<file path="config.mk">
export PLATFORM = sky130hd
export DESIGN_NAME = hb_gate_ctrl
export DESIGN_NICKNAME = d
export VERILOG_FILES = /design/src/rtl/hb_gate_pkg.sv /design/src/rtl/hb_sync.sv /design/src/rtl/hb_boot_qual.sv /design/src/rtl/hb_deadtime.sv /design/src/rtl/hb_sleep_ctl.sv /design/src/rtl/hb_gate_ctrl.sv
export SDC_FILE = /design/constraint.sdc
export NUM_CORES = 1
export LEC_CHECK = 0
export ABC_AREA = 1
export CORE_ASPECT_RATIO = 0.75
export CORE_MARGIN = 1
export CORE_UTILIZATION = 58
export CTS_CLUSTER_SIZE = 16
export DETAILED_ROUTE_END_ITERATION = 12
export DONT_BUFFER_PORTS = 1
export GPL_TIMING_DRIVEN = 0
export PLACE_DENSITY = 0.74
export SKIP_LAST_GASP = 1
export SLEW_MARGIN = 30
export SYNTH_ARGS = -nofsm -noshare
export SYNTH_HDL_FRONTEND = slang
export SYNTH_SLANG_ARGS = --single-unit
export TNS_END_PERCENT = 50
</file>
<file path="constraint.sdc">
create_clock -name clk -period 1.8 [get_ports clk]
set_clock_uncertainty 0.05 [all_clocks]
set_input_delay 0 -clock clk [delete_from_list [all_inputs] [get_ports clk]]
set_output_delay 0 -clock clk [all_outputs]
set_load 0.05 [all_outputs]
</file>
<file path="src/rtl/hb_gate_pkg.sv">
package hb_gate_pkg;
  typedef enum logic [1:0] {
    SIDE_NONE = 2'd0,
    SIDE_HI   = 2'd1,
    SIDE_LO   = 2'd2
  } side_e;

  typedef enum logic [1:0] {
    PWR_RUN   = 2'd0,
    PWR_SHDN  = 2'd1,
    PWR_HOLD  = 2'd2,
    PWR_SLEEP = 2'd3
  } pwr_e;

  function automatic side_e decode_req(input logic hi, input logic lo);
    if (hi && !lo)      return SIDE_HI;
    else if (lo && !hi) return SIDE_LO;
    else                return SIDE_NONE;
  endfunction
endpackage

</file>
<file path="src/rtl/hb_sync.sv">
module hb_sync #(
  parameter int          W       = 1,
  parameter int          STAGES  = 2,
  parameter logic [W-1:0] RST_VAL = '0
) (
  input  logic         clk,
  input  logic         rst,
  input  logic [W-1:0] d,
  output logic [W-1:0] q
);
  logic [W-1:0] stage_q [STAGES];

  generate
    for (genvar s = 0; s < STAGES; s++) begin : g_stage
      always_ff @(posedge clk) begin
        if (rst) stage_q[s] <= RST_VAL;
        else if (s == 0) stage_q[s] <= d;
        else stage_q[s] <= stage_q[(s > 0) ? s - 1 : 0];
      end
    end
  endgenerate

  assign q = stage_q[STAGES-1];
endmodule

</file>
<file path="src/rtl/hb_boot_qual.sv">
module hb_boot_qual (
  input  logic clk,
  input  logic rst,
  input  logic above_on,
  input  logic above_off,
  input  logic hs_cmd,
  output logic hs_allow
);
  logic good_q, good_d, lock_q;

  // hysteresis: set at the upper level, clear below the lower level
  assign good_d   = above_on | (good_q & above_off);
  assign hs_allow = hs_cmd & good_q & ~lock_q;

  always_ff @(posedge clk) begin
    if (rst) begin
      good_q <= 1'b0;
      lock_q <= 1'b0;
    end else begin
      good_q <= good_d;
      // lock survives only while the command stays asserted
      lock_q <= hs_cmd & (lock_q | (hs_allow & ~good_d));
    end
  end
endmodule

</file>
<file path="src/rtl/hb_deadtime.sv">
module hb_deadtime
  import hb_gate_pkg::*;
#(
  parameter int DEAD_CYC = 10
) (
  input  logic  clk,
  input  logic  rst,
  input  side_e want,
  output logic  hs_on,
  output logic  ls_on
);
  localparam int CW = $clog2(DEAD_CYC + 1);
  localparam logic [CW-1:0] RELOAD = CW'(DEAD_CYC - 1);

  side_e         cur_q, want_q;
  logic [CW-1:0] cnt_q;

  always_ff @(posedge clk) begin
    if (rst) begin
      cur_q  <= SIDE_NONE;
      want_q <= SIDE_NONE;
      cnt_q  <= '0;
    end else begin
      want_q <= want;
      if (cur_q != SIDE_NONE) begin
        if (want != cur_q) begin
          cur_q <= SIDE_NONE;
          cnt_q <= RELOAD;
        end
      end else if (cnt_q != '0) begin
        if (want != want_q) cnt_q <= RELOAD;
        else                cnt_q <= cnt_q - 1'b1;
      end else begin
        cur_q <= want;
      end
    end
  end

  assign hs_on = (cur_q == SIDE_HI);
  assign ls_on = (cur_q == SIDE_LO);
endmodule

</file>
<file path="src/rtl/hb_sleep_ctl.sv">
module hb_sleep_ctl
  import hb_gate_pkg::*;
#(
  parameter int SLEEP_CYC = 500,
  parameter int HOLD_CYC  = 250
) (
  input  logic clk,
  input  logic rst,
  input  logic run_s,
  output logic ls_drive
);
  localparam int MAXC = (SLEEP_CYC > HOLD_CYC) ? SLEEP_CYC : HOLD_CYC;
  localparam int CW   = $clog2(MAXC + 1);

  pwr_e          st_q;
  logic [CW-1:0] cnt_q;

  always_ff @(posedge clk) begin
    if (rst) begin
      st_q  <= PWR_RUN;
      cnt_q <= '0;
    end else if (run_s) begin
      st_q  <= PWR_RUN;
      cnt_q <= '0;
    end else begin
      case (st_q)
        PWR_RUN: begin
          st_q  <= PWR_SHDN;
          cnt_q <= '0;
        end
        PWR_SHDN: begin
          if (cnt_q == CW'(SLEEP_CYC - 1)) begin
            st_q  <= PWR_HOLD;
            cnt_q <= '0;
          end else cnt_q <= cnt_q + 1'b1;
        end
        PWR_HOLD: begin
          if (cnt_q == CW'(HOLD_CYC - 1)) begin
            st_q  <= PWR_SLEEP;
            cnt_q <= '0;
          end else cnt_q <= cnt_q + 1'b1;
        end
        default: st_q <= PWR_SLEEP;
      endcase
    end
  end

  assign ls_drive = (st_q != PWR_SLEEP);
endmodule

</file>
<file path="src/rtl/hb_gate_ctrl.sv">
module hb_gate_ctrl
  import hb_gate_pkg::*;
#(
  parameter int DEAD_CYC    = 10,
  parameter int SLEEP_CYC   = 500,
  parameter int HOLD_CYC    = 250,
  parameter int SYNC_STAGES = 2
) (
  input  logic clk,
  input  logic rst,
  input  logic hi_req,
  input  logic lo_req,
  input  logic coast_n,
  input  logic run_n,
  input  logic boot_above_on,
  input  logic boot_above_off,
  output logic hs_on,
  output logic ls_on,
  output logic ls_drive
);
  localparam int NIN = 6;
  // bit order: hi, lo, coast_n, run_n, above_on, above_off
  localparam logic [NIN-1:0] SYNC_RST = 6'b001100;

  logic [NIN-1:0] raw_in, syn;
  logic  enable, hs_cmd, hs_allow;
  side_e req, want;

  assign raw_in = {boot_above_off, boot_above_on, run_n, coast_n, lo_req, hi_req};

  hb_sync #(.W(NIN), .STAGES(SYNC_STAGES), .RST_VAL(SYNC_RST)) sync_i (
    .clk(clk), .rst(rst), .d(raw_in), .q(syn)
  );

  assign enable = syn[3] & syn[2];
  assign req    = decode_req(syn[0], syn[1]);
  assign hs_cmd = enable && (req == SIDE_HI);

  hb_boot_qual boot_i (
    .clk(clk), .rst(rst), .above_on(syn[4]), .above_off(syn[5]),
    .hs_cmd(hs_cmd), .hs_allow(hs_allow)
  );

  always_comb begin
    if (hs_allow)                       want = SIDE_HI;
    else if (enable && req == SIDE_LO)  want = SIDE_LO;
    else                                want = SIDE_NONE;
  end

  hb_deadtime #(.DEAD_CYC(DEAD_CYC)) dead_i (
    .clk(clk), .rst(rst), .want(want), .hs_on(hs_on), .ls_on(ls_on)
  );

  hb_sleep_ctl #(.SLEEP_CYC(SLEEP_CYC), .HOLD_CYC(HOLD_CYC)) sleep_i (
    .clk(clk), .rst(rst), .run_s(syn[3]), .ls_drive(ls_drive)
  );
endmodule

</file>
# After elaboration in Yosys (flattened, before gate mapping)
# Memories as Yosys holds them, arrays and structs flattened.
# Cells that the tools add are included.
# word_totals
mem_count	1
register_bits	21
output_inout_bits	3
ramBits	12
# memory_table
name	depth	width	rd	rd_ports_with_merged_regs	write_ports	line	source
sync_i.stage_q	2	6	2	0	2	hb_sync.sv:11	logic [W-1:0] stage_q [STAGES];
# classes
n_reduce_logical	15
n_addsub	2
n_bitwise	12
mux	22
n_eq_ne	15
# op_table
operator	n
one-hot mux 9 bit (3 select lines)	1
two-way mux 2 bit	9
two-way mux 9 bit	2
two-way mux 4 bit	4
two-way mux 6 bit	2
adder 9 x 1 -> 9 bit (second input constant)	1
== test 9 x 8 -> 1 bit (second input constant)	1
== test 9 bit (second input constant)	1
AND 1 bit	6
== test 2 x 1 -> 1 bit (second input constant)	3
== test 2 bit (second input constant)	3
!= test 2 x 1 -> 1 bit (second input constant)	3
one-hot mux 2 bit (3 select lines)	1
AND reduction 2 bit	3
logical AND 1 bit	4
!= test 2 bit	2
!= test 2 bit (second input constant)	2
OR 1 bit	4
nonzero test 2 bit	2
nonzero test 4 bit	1
subtractor 4 x 1 -> 4 bit (second input constant)	1
two-way mux 1 bit	3
nonzero test 3 bit	1
logical NOT 1 bit	2
3 further kinds	4

# Depth between registers and ports, before layout
# logic_depth
ltp_word	13
mapped_depth	11
ltp_nobuf	11

# Modules after synthesis
# From an unflattened synthesis, not the netlist that was laid out.
# unflattened
cells_unflattened	237
area_unflattened_um2	1701.6
# by_module_without_submodules
module	area_each_um2	seq_area_each_um2	cells_per_inst	n_inst
hb_sleep_ctl	734.5	220.2	103	1
hb_deadtime	499.2	160.2	76	1
hb_sync	345.3	240.2	38	1
hb_boot_qual	93.8	40.0	13	1
hb_gate_ctrl	28.8	0.0	7	1

# Least setup slack after synthesis
# No wires, ideal clock.
# synth_path
kind	register to register
from	register sleep_i.st_q[0]
to	register sleep_i.cnt_q[5]
setup_slack_ns	0.266
arrival_ns	1.368
path_stages_with_launch	6
period_less_slack_ns	1.534
n_path_buf	0
cell_sequence	dfxtp_1 -> ha_1 -> inv_1 -> nand4_1 -> xor2_1 -> nor2_1
# synth_between
elab_chain_len	2
# synth_lines
element	line	source
start, declared	hb_sleep_ctl.sv:15	pwr_e st_q;
start signal, assigned	hb_sleep_ctl.sv:20	st_q <= PWR_RUN;
start signal, assigned	hb_sleep_ctl.sv:23	st_q <= PWR_RUN;
start signal, assigned	hb_sleep_ctl.sv:28	st_q <= PWR_SHDN;
== test 2 bit, or another cell as far along	hb_sleep_ctl.sv:26	case (st_q)
one-hot mux 9 bit (3 select lines) / nonzero test 3 bit (equally long branches)	--	
end signal, assigned	hb_sleep_ctl.sv:35	end else cnt_q <= cnt_q + 1'b1;
end signal, assigned	hb_sleep_ctl.sv:41	end else cnt_q <= cnt_q + 1'b1;
end, declared	hb_sleep_ctl.sv:16	logic [CW-1:0] cnt_q;
# Several ways; a longest one is shown, not always the timed one.
# A chain may end at the register's enable or synchronous reset.

# Worst setup path after layout
# Same ends and word-level chain as after synthesis.

==> run metrics <==
status=finished, final reports clean; Final setup viols=0; CTS Root Cell=clkbuf_4; Die Height=~46 µm; hpwl dp=~2000 µm; mux cell area share after synthesis=0%; setup tns final=0 ps; CP Launch Point=sleep_i.st_q[0]$_SDFFE_PP0P_; peak supply drop=around 0.57 mV; Power, Total=2.11 mW; initial antenna violation count=0; row cnt=15; Max transition margin=40.7%; Buf+Inv Stages, Crit Path=1; I/O pin count=11; measured slew at the worst slew-check pin=between 800 and 900 ps; Clk pin slew, worst setup/hold paths=~100 ps; Via density=4.99; sequential area share after synthesis=a little over two fifths; crit share post-route=95.0%; PwrDens=1230 nW/µm²; Max-cap violations=0; Via Count=1218; DRT Pass-1 Iters=4; # port buffers=0; FF-to-FF End=sleep_i.cnt_q[5]$_SDFFE_PP0P_; drt initial violations=~90; r2r worst-path depth=5; clock latency on the worst-skew pair=330 ps; Synth Register Bits=33; Num CTS Buffers=5; Min-Delay Path Class=in2reg; gr ovfl total=0; min setup slack post-route=89.6 ps; CP max stage delay=470 ps; Pleak=~0.77 nW; vias in the first global route=around 1100; clock sinks=33; combinational family with the most area after synthesis=simple AND/OR/NAND/NOR gates; FF-to-FF setup slack=between 80 and 90 ps; fin area=~1700 µm²; Routed WL=between 2000 and 3000 µm; Synth Area in Simple Gates=about a third; Core ar.=2380 µm²; Synth Area in Compound Gates=under 10%; CP top delay family=buffers and inverters; unrepaired setup endpoints after global routing=no; Initial Util=between 60% and 70%; beginning of the worst hold path=coast_n; crit-path cells=ha_1, inv_1, nand4_1, xor2_1, nor2_1; Final GP Congestion=~0.84; post-synthesis adder-cell area fraction=6.63%; Nets=225; fin crit period=~1700 ps; largest net degree at the start of global routing=12; drc violations=0; synthesized cell area=1510 µm²; CP Launch Type=flop; first-pass GRT wire length=between 4000 and 5000 µm; critical path required time=between 2000 and 2500 ps; CP max-delay cell=inv_1; WHS Endpoint=sync_i.stage_q[0][2]$_SDFF_PP1_; DRT antenna net count=0; GRT Util Overall=about a quarter; synth warn=0; Synth Area in XOR/XNOR=5.22%; WL per Instance=~11 µm; final hold violation count=0; Avg Cell Area, Syn=just under 8 µm²; layout cells sized above 1=12.4%; CTS H-tree depth=2; die footprint=between 2000 and 3000 µm²; antenna fix cells=0; Hold Crit Depth=2; Slew Limit Fails=0; CTS tree=built; Layout Utilization=between 70% and 80%; syn_nets=210; reg2reg start=sleep_i.st_q[0]$_SDFFE_PP0P_; DP Area=1550 µm²; crit-path max FO=6; Hold Slack=~240 ps; Critical Path End Type=flop; Yosys cell types=24; Max Freq=between 500 and 600 MHz; pre-CTS setup slack=about 120 ps; Post-CTS Resized=0; Placed Cells=approximately 230; die width=between 60 and 70 µm; critical path class=reg2reg; Area growth syn-to-layout=14.0%; CP Data Arrival Time=1930 ps; clk buf depth=2; Non-Filler Instances=between 200 and 250; Mapped Cells=between 150 and 200
==> final cells by class <==
class | count | area (µm²)
Fill cell | 180 | 663
Inverter | 32 | 120
Timing Repair Buffer | 8 | 80.1
Clock inverter | 2 | 37.5
Multi-Input combinational cell | 127 | 719
Sequential cell | 33 | 661
Buffer | 2 | 8.76
Tap cell | 34 | 42.5
Clock buffer | 6 | 51.3
==> worst max-delay path by stage <==
stage / slack (ps) / depth (start not counted) / to
6_report: 90 / 5 / sleep_i.cnt_q[5]$_SDFFE_PP0P_
5_1_grt: 6 / 5 / sleep_i.cnt_q[5]$_SDFFE_PP0P_
4_1_cts: 90 / 5 / sleep_i.cnt_q[5]$_SDFFE_PP0P_
3_5_place_dp: 120 / 5 / sleep_i.cnt_q[5]$_SDFFE_PP0P_
3_3_place_gp: 160 / 5 / sleep_i.cnt_q[5]$_SDFFE_PP0P_
2_1_floorplan: 270 / 5 / sleep_i.cnt_q[5]$_SDFFE_PP0P_
==> worst reg2reg max path, stage by stage (launching register included) <==
cell,delay (ps)
dfxtp_1,370
ha_1,290
inv_1,470
nand4_1,200
xor2_1,180
nor2_1,90
==> sequential cells by signal, indices dropped and copies added (netlist names) <==
signal,count
dead_i.cur_q,2
sleep_i.cnt_q,9
boot_i.lock_q,1
sync_i.stage_q,12
sleep_i.st_q,2
dead_i.cnt_q,4
dead_i.want_q,2
boot_i.good_q,1
==> placed cells by master, fill, tap and decap left out <==
cell	instances
bufinv_16	1
nand4_1	8
ha_1	8
dfxtp_1	33
clkinvlp_4	1
xor2_1	7
dlygate4sd3_1	8
nand3_2	2
nand3_1	10
buf_2	1
nor2_4	3
clkbuf_8	1
xnor2_1	2
nor3b_1	1
clkbuf_4	5
nand2_1	28
nor3_1	2
nor3_2	1
nor2_2	2
o21ai_0	5
nor2_1	32
inv_2	1
or2_2	4
nand2_4	1
nor4_1	1
inv_1	31
a21oi_1	7
nand2_2	3
clkbuf_1	1
==> synth_stat cells, drive strengths merged <==
| master | n | share of area (%) |
|---|---|---|
| a21oi | 7 | 2.3 |
| buf | 1 | 0.33 |
| clkbuf | 1 | 0.25 |
| dfxtp | 33 | 44 |
| ha | 8 | 6.6 |
| inv | 32 | 8.0 |
| nand2 | 32 | 9.0 |
| nand3 | 12 | 4.6 |
| nand4 | 8 | 3.3 |
| nor2 | 37 | 11 |
| nor3 | 3 | 1.3 |
| nor3b | 1 | 0.50 |
| nor4 | 1 | 0.41 |
| o21ai | 5 | 1.7 |
| or2 | 4 | 1.7 |
| xnor2 | 2 | 1.2 |
| xor2 | 7 | 4.1 |
==> cell families after synthesis <==
group / after synthesis
AO/OA/AOI/OAI: 12
XOR/XNOR: 9
AND/OR/NAND/NOR: 98
flip-flops: 33
adder cells (fa/ha/maj): 8
buffers and inverters: 34
==> power by group <==
part           total, mW  internal [mW]  switching, mW
Sequential         0.886          0.809         0.0773
Combinational      0.651          0.227          0.424
Clock              0.575          0.330          0.245
Total               2.11           1.37          0.746
==> routing by layer <==
metal,up-vias,global-route usage (%),share of wire (%)
li1,637,-,-
met1,545,26.7,47
met2,32,38.5,47
met3,4,10.1,4.6
met4,0,9.55,1.7
met5,-,0,0
==> timing repair <==
item | 4_1_cts | 5_1_grt
endpoints found under the setup margin | 0 | 0
setup buffers | 0 | 0
hold endpoints to repair | 18 | 0
hold buffers | 8 | 0
Power figures use the tool's default switching activity.
